**config.mk**
```make
export PLATFORM = sky130hd
export DESIGN_NAME = alu32_core
export DESIGN_NICKNAME = d
export VERILOG_FILES = /design/src/rtl/alu32_pkg.sv /design/src/rtl/alu32_dec.sv /design/src/rtl/alu32_addsub.sv /design/src/rtl/alu32_logic.sv /design/src/rtl/alu32_core.sv
export SDC_FILE = /design/constraint.sdc
export NUM_CORES = 1
export LEC_CHECK = 0
export CAP_MARGIN = 20
export CORE_AREA = 2 2 215 217
export DETAILED_ROUTE_END_ITERATION = 10
export DIE_AREA = 0 0 217 219
export PLACE_DENSITY_LB_ADDON = 0.25
export SLEW_MARGIN = 20
export SYNTH_ARGS = -nofsm -noshare
export SYNTH_HDL_FRONTEND = slang
export SYNTH_SLANG_ARGS = --single-unit
```
**constraint.sdc**
```tcl
create_clock -name vclk -period 20.3
set_input_delay 4.06 -clock vclk [all_inputs]
set_output_delay 4.06 -clock vclk [all_outputs]
set_load 0.05 [all_outputs]
```
**src/rtl/alu32_pkg.sv**
```systemverilog
package alu32_pkg;

   typedef enum logic [3:0] {
      ALU_ADD  = 4'd0,
      ALU_SUB  = 4'd1,
      ALU_ADC  = 4'd2,
      ALU_SBC  = 4'd3,
      ALU_NEG  = 4'd4,
      ALU_CMP  = 4'd5,
      ALU_CMN  = 4'd6,
      ALU_TST  = 4'd7,
      ALU_AND  = 4'd8,
      ALU_XOR  = 4'd9,
      ALU_OR   = 4'd10,
      ALU_BIC  = 4'd11,
      ALU_NOT  = 4'd12,
      ALU_MUL  = 4'd13,
      ALU_MOVI = 4'd14,
      ALU_RSVD = 4'd15
   } alu_op_e;

   typedef enum logic [2:0] {
      LS_AND = 3'd0,
      LS_XOR = 3'd1,
      LS_OR  = 3'd2,
      LS_BIC = 3'd3,
      LS_NOT = 3'd4,
      LS_MUL = 3'd5,
      LS_IMM = 3'd6
   } logic_sel_e;

   // mask bit positions, status register decodes this order
   localparam int FLG_N = 3;
   localparam int FLG_Z = 2;
   localparam int FLG_C = 1;
   localparam int FLG_V = 0;

   localparam logic [3:0] MASK_ALL = 4'b1111;
   localparam logic [3:0] MASK_NZ  = 4'b1100;

   typedef struct packed {
      logic       use_adder;
      logic       use_logic;
      logic       sub;
      logic       carry_chain;
      logic       fold_borrow;
      logic       zero_a;
      logic       wr;
      logic [3:0] mask;
      logic_sel_e lsel;
   } alu_ctl_t;

endpackage

```
**src/rtl/alu32_dec.sv**
```systemverilog
module alu32_dec
   import alu32_pkg::*;
#(
   parameter bit USE_MUL = 1'b1
) (
   input  alu_op_e  op,
   output alu_ctl_t ctl
);

   always_comb begin
      ctl = '0;
      unique case (op)
         ALU_ADD, ALU_CMN, ALU_ADC: begin
            ctl.use_adder   = 1'b1;
            ctl.carry_chain = (op == ALU_ADC);
            ctl.wr          = (op != ALU_CMN);
            ctl.mask        = MASK_ALL;
         end
         ALU_SUB, ALU_CMP, ALU_SBC, ALU_NEG: begin
            ctl.use_adder   = 1'b1;
            ctl.sub         = 1'b1;
            ctl.fold_borrow = (op == ALU_SBC);
            ctl.zero_a      = (op == ALU_NEG);
            ctl.wr          = (op != ALU_CMP);
            ctl.mask        = MASK_ALL;
         end
         ALU_TST: begin
            ctl.use_logic = 1'b1;
            ctl.lsel      = LS_AND;
            ctl.mask      = MASK_NZ;
         end
         ALU_AND, ALU_XOR, ALU_OR, ALU_BIC, ALU_NOT, ALU_MOVI: begin
            ctl.use_logic = 1'b1;
            ctl.wr        = 1'b1;
            ctl.mask      = MASK_NZ;
            case (op)
               ALU_AND: ctl.lsel = LS_AND;
               ALU_XOR: ctl.lsel = LS_XOR;
               ALU_OR:  ctl.lsel = LS_OR;
               ALU_BIC: ctl.lsel = LS_BIC;
               ALU_NOT: ctl.lsel = LS_NOT;
               default: ctl.lsel = LS_IMM;
            endcase
         end
         ALU_MUL: begin
            if (USE_MUL) begin
               ctl.use_logic = 1'b1;
               ctl.wr        = 1'b1;
               ctl.mask      = MASK_NZ;
               ctl.lsel      = LS_MUL;
            end
         end
         default: ctl = '0;
      endcase
   end

endmodule

```
**src/rtl/alu32_addsub.sv**
```systemverilog
module alu32_addsub #(
   parameter int DATA_W = 32
) (
   input  logic [DATA_W-1:0] a,
   input  logic [DATA_W-1:0] b,
   input  logic              carry_flag,
   input  logic              sub,
   input  logic              carry_chain,
   input  logic              fold_borrow,
   input  logic              zero_a,
   output logic [DATA_W-1:0] sum,
   output logic              c_out,
   output logic              v_out
);

   localparam int MSB = DATA_W - 1;

   logic [DATA_W-1:0] x_op;
   logic [DATA_W-1:0] b_fold;
   logic [DATA_W-1:0] y_op;
   logic              c_lsb;
   logic [DATA_W:0]   wide;

   always_comb begin
      x_op   = zero_a ? '0 : a;
      // subtract-with-carry: borrow joins the subtrahend before flags
      b_fold = fold_borrow ? (b + {{(DATA_W-1){1'b0}}, ~carry_flag}) : b;
      y_op   = sub ? ~b_fold : b_fold;
      c_lsb  = sub | (carry_chain & carry_flag);
      wide   = {1'b0, x_op} + {1'b0, y_op} + {{DATA_W{1'b0}}, c_lsb};
      sum    = wide[DATA_W-1:0];
      c_out  = wide[DATA_W];
      v_out  = (x_op[MSB] == y_op[MSB]) && (sum[MSB] != x_op[MSB]);
   end

endmodule

```
**src/rtl/alu32_logic.sv**
```systemverilog
module alu32_logic
   import alu32_pkg::*;
#(
   parameter int DATA_W  = 32,
   parameter int IMM_W   = 8,
   parameter bit USE_MUL = 1'b1
) (
   input  logic [DATA_W-1:0] a,
   input  logic [DATA_W-1:0] b,
   input  logic [IMM_W-1:0]  imm,
   input  logic_sel_e        lsel,
   output logic [DATA_W-1:0] y
);

   localparam int PAD_W = DATA_W - IMM_W;

   logic [DATA_W-1:0] prod;
   logic [DATA_W-1:0] imm_ext;

   generate
      if (USE_MUL) begin : g_mul
         assign prod = a * b;
      end else begin : g_nomul
         assign prod = '0;
      end
      if (PAD_W > 0) begin : g_pad
         assign imm_ext = {{PAD_W{1'b0}}, imm};
      end else begin : g_nopad
         assign imm_ext = imm[DATA_W-1:0];
      end
   endgenerate

   always_comb begin
      unique case (lsel)
         LS_AND:  y = a & b;
         LS_XOR:  y = a ^ b;
         LS_OR:   y = a | b;
         LS_BIC:  y = a & ~b;
         LS_NOT:  y = ~b;
         LS_MUL:  y = prod;
         LS_IMM:  y = imm_ext;
         default: y = '0;
      endcase
   end

endmodule

```
**src/rtl/alu32_core.sv**
```systemverilog
module alu32_core
   import alu32_pkg::*;
#(
   parameter int DATA_W  = 32,
   parameter int IMM_W   = 8,
   parameter bit USE_MUL = 1'b1
) (
   input  logic [3:0]        op_sel,
   input  logic [DATA_W-1:0] opnd_a,
   input  logic [DATA_W-1:0] opnd_b,
   input  logic [IMM_W-1:0]  imm8,
   input  logic              carry_in,
   output logic [DATA_W-1:0] result,
   output logic              result_we,
   output logic              flag_n,
   output logic              flag_z,
   output logic              flag_c,
   output logic              flag_v,
   output logic [3:0]        flag_upd
);

   generate
      if (DATA_W < 2) begin : g_bad_width
         $error("alu32_core: DATA_W must be at least 2");
      end
      if (IMM_W < 1 || IMM_W > DATA_W) begin : g_bad_imm
         $error("alu32_core: IMM_W must lie in 1..DATA_W");
      end
   endgenerate

   alu_ctl_t          ctl;
   logic [DATA_W-1:0] add_y;
   logic              add_c;
   logic              add_v;
   logic [DATA_W-1:0] log_y;

   alu32_dec #(.USE_MUL(USE_MUL)) dec_i (
      .op  (alu_op_e'(op_sel)),
      .ctl (ctl)
   );

   alu32_addsub #(.DATA_W(DATA_W)) add_i (
      .a           (opnd_a),
      .b           (opnd_b),
      .carry_flag  (carry_in),
      .sub         (ctl.sub),
      .carry_chain (ctl.carry_chain),
      .fold_borrow (ctl.fold_borrow),
      .zero_a      (ctl.zero_a),
      .sum         (add_y),
      .c_out       (add_c),
      .v_out       (add_v)
   );

   alu32_logic #(.DATA_W(DATA_W), .IMM_W(IMM_W), .USE_MUL(USE_MUL)) log_i (
      .a    (opnd_a),
      .b    (opnd_b),
      .imm  (imm8),
      .lsel (ctl.lsel),
      .y    (log_y)
   );

   always_comb begin
      if (ctl.use_adder)      result = add_y;
      else if (ctl.use_logic) result = log_y;
      else                    result = '0;
      result_we = ctl.wr;
      flag_upd  = ctl.mask;
      flag_n    = ctl.mask[FLG_N] & result[DATA_W-1];
      flag_z    = ctl.mask[FLG_Z] & (result == '0);
      flag_c    = ctl.mask[FLG_C] ? add_c : carry_in;
      flag_v    = ctl.mask[FLG_V] & add_v;
   end

endmodule

```
==> results of run 1 <==
[cell usage in the layout (no fill, tap or decap), types with 10 or more instances in the layout]
cell type / synthesis / layout
a31oi_1: 22 / 22
fa_1: 410 / 410
xor2_1: 24 / 24
buf_4: 2 / 64
nand2_1: 288 / 288
ha_1: 204 / 204
clkdlybuf4s50_1: 0 / 118
nor2b_1: 12 / 12
nand2b_1: 15 / 15
a22oi_1: 12 / 12
inv_1: 446 / 446
o21a_1: 11 / 11
xnor2_1: 146 / 145
a21o_1: 23 / 23
a21oi_1: 92 / 92
and3_1: 15 / 14
a211oi_1: 10 / 10
nand4_1: 10 / 10
nor3_1: 27 / 27
nand3_1: 51 / 51
nor2_1: 402 / 401
o221ai_1: 20 / 20
mux2i_1: 12 / 12
o21ai_0: 68 / 68
o22ai_1: 17 / 17
clkinv_1: 14 / 14
[worst max-delay path by stage]
| stage | depth (start not counted) | end | slack (ns) |
|---|---|---|---|
| after floorplan | 28 | flag_z | 3.67 |
| after global placement | 29 | flag_z | 2.41 |
| after detailed placement | 29 | flag_z | 2.27 |
| after CTS | 29 | flag_z | 2.23 |
| after global routing | 29 | flag_z | 1.68 |
| final | 29 | flag_z | 2.01 |
[cell type report]
class | count | area, um^2
fillers | 4483 | 22600
repair buffers | 183 | 1690
diodes | 1 | 2.50
multi-input cells | 2000 | 18300
well taps | 600 | 751
inverters | 467 | 1750
[cells by family (layout without fill, tap and decap cells)]
logic type / count (synthesis) / count (layout) / share of synthesized area
other: 0 / 1 / 0
buffers and inverters: 622 / 650 / 0.114
adder cells (fa/ha/maj): 615 / 615 / 0.523
multiplexers: 13 / 13 / 0.00637
AO/OA/AOI/OAI: 347 / 347 / 0.111
XOR/XNOR: 170 / 170 / 0.0722
AND/OR/NAND/NOR: 855 / 855 / 0.173
[metrics by stage]
stage / hold WS [ns] / setup slack (ns)
6_report: 9.53 / 2.01
5_1_grt: 9.57 / 1.68
4_1_cts: 9.56 / 2.23
3_5_place_dp: 9.54 / 2.27
3_3_place_gp: 9.55 / 2.41
2_1_floorplan: 8.46 / 3.67
[routing by layer]
layer,GRT usage,vias to the layer above,part of all wire
li1,-,8236,-
met1,0.466,9361,0.41
met2,0.526,1116,0.43
met3,0.0765,169,0.11
met4,0.139,0,0.051
met5,0,-,0
==> summary.md, run 1 <==
| Metric | Value |
|---|---|
| Status | `finished clean` |
| Port bufs | `118` |
| Syn Nets | `3,313` |
| Setup Crit Path Kind | `primary input to primary output` |
| Final Util | `0.498` |
| CP arrival | `14.23 ns` |
| Nets@finish | `3,343` |
| Fin crit period | `about 18 ns` |
| Cell family with most CP delay | `adder cells` |
| Residual DRC | `0` |
| Vias | `18,882` |
| Number of global-route vias before repair | `~19,000` |
| Synth Warn # | `0` |
| Hold Path Origin | `carry_in` |
| Critical path buffer and inverter count | `7` |
| CP required | `16.24 ns` |
| Largest net degree at the start of global routing | `between 40 and 50` |
| Max-slew violations | `0` |
| Top-count cell post-synth | `inv_1` |
| Non-filler instance count after layout | `~3,300` |
| Final non-filler cell area | `between 20,000 and 25,000 um^2` |
| Initial antenna violation count | `0` |
| Row Count | `between 70 and 80` |
| Mapped Cells | `2,622` |
| 1st-iter DRT viols | `~2,000` |
| Critical path startpoint category | `primary input` |
| P&R area growth vs syn | `8.98%` |
| Share of layout cells above drive strength 1 | `0.0340` |
| FMAX | `between 50 and 60 MHz` |
| Leading area contributor after synthesis | `fa_1` |
| Register area share after synthesis | `0` |
| Starting density of the core | `0.457` |
| Critical path origin | `opnd_b[7]` |
| Register area | `0 um^2` |
| Min-Delay Path Class | `primary input to primary output` |
| DR pass1 iterations | `6` |
| Post-Place Cells | `approximately 3,200` |
| Synth top cells by count | `inv_1 (446), fa_1 (410), nor2_1 (402)` |
| Post-DP HPWL | `about 63 mm` |
| Critical Path Most Common Cell | `fa_1` |
| DRT Wirelength | `79.7 mm` |
| Least-Margin Pin Slew | `approximately 1.2 ns` |
| Setup TNS | `0 ns` |
| Synth top area cells | `fa_1 (40%), ha_1 (12%), inv_1 (8.1%), nor2_1 (7.3%), xnor2_1 (6.2%)` |
| Final Hold Vio Count | `0` |
| Cell Area, Synth | `slightly above 20,000 um^2` |
| RSZ-0062 raised after global routing | `false` |
| First-pass GRT wire length | `~120 mm` |
| ANT nets after route | `0` |
| Die area | `roughly 48,000 um^2` |
| Post-cts sizing count | `0` |
| Worst Path Max Fanout | `22` |
| Period utilization | `0.901` |
| Hold buffer count at cts | `0` |
| Clock buffer count | `0` |
| Vias per inst | `5.81` |
| Hold depth | `4` |
| Final setup violation count | `0` |
| Wirelength per Cell | `24.5 um` |
| Synth top area share | `0.398` |
| CP max-delay cell | `inv_1` |
| Max Cap Viol | `0` |
| DP Area | `roughly 22,000 um^2` |
| Overall routing resource usage | `0.341` |
| Synth unique cells | `80` |
| Die width | `roughly 220 um` |
| Worst hold endpoint | `flag_c` |
| Count of flip-flops and latches | `0` |
| Crit path largest cell delay | `between 0.8 and 0.9 ns` |
| Die height | `219 um` |
| Post-synthesis area per instance | `approximately 7.9 um^2` |
| GP Congestion | `between 1 and 1.5` |
| Core area | `45,100 um^2` |
| Rel. slew slack | `0.198` |
| Aggregate global routing overflow | `0` |
| Post CTS Setup Buffer Count | `0` |
| Worst setup EP type | `primary output` |
| Top Ports | `around 120` |
==> run 2, diff against run 1 <==
--- a/config.mk
+++ b/config.mk
@@ -5,7 +5,8 @@
 export SDC_FILE = /design/constraint.sdc
 export NUM_CORES = 1
 export LEC_CHECK = 0
-export CAP_MARGIN = 20
+export ABC_CLOCK_PERIOD_IN_PS = 20300
+export CAP_MARGIN = 10
 export CORE_AREA = 2 2 215 217
 export DETAILED_ROUTE_END_ITERATION = 10
 export DIE_AREA = 0 0 217 219
==> results of run 2 <==
The final DEF is identical to that of run 1; final timing and power are the same.
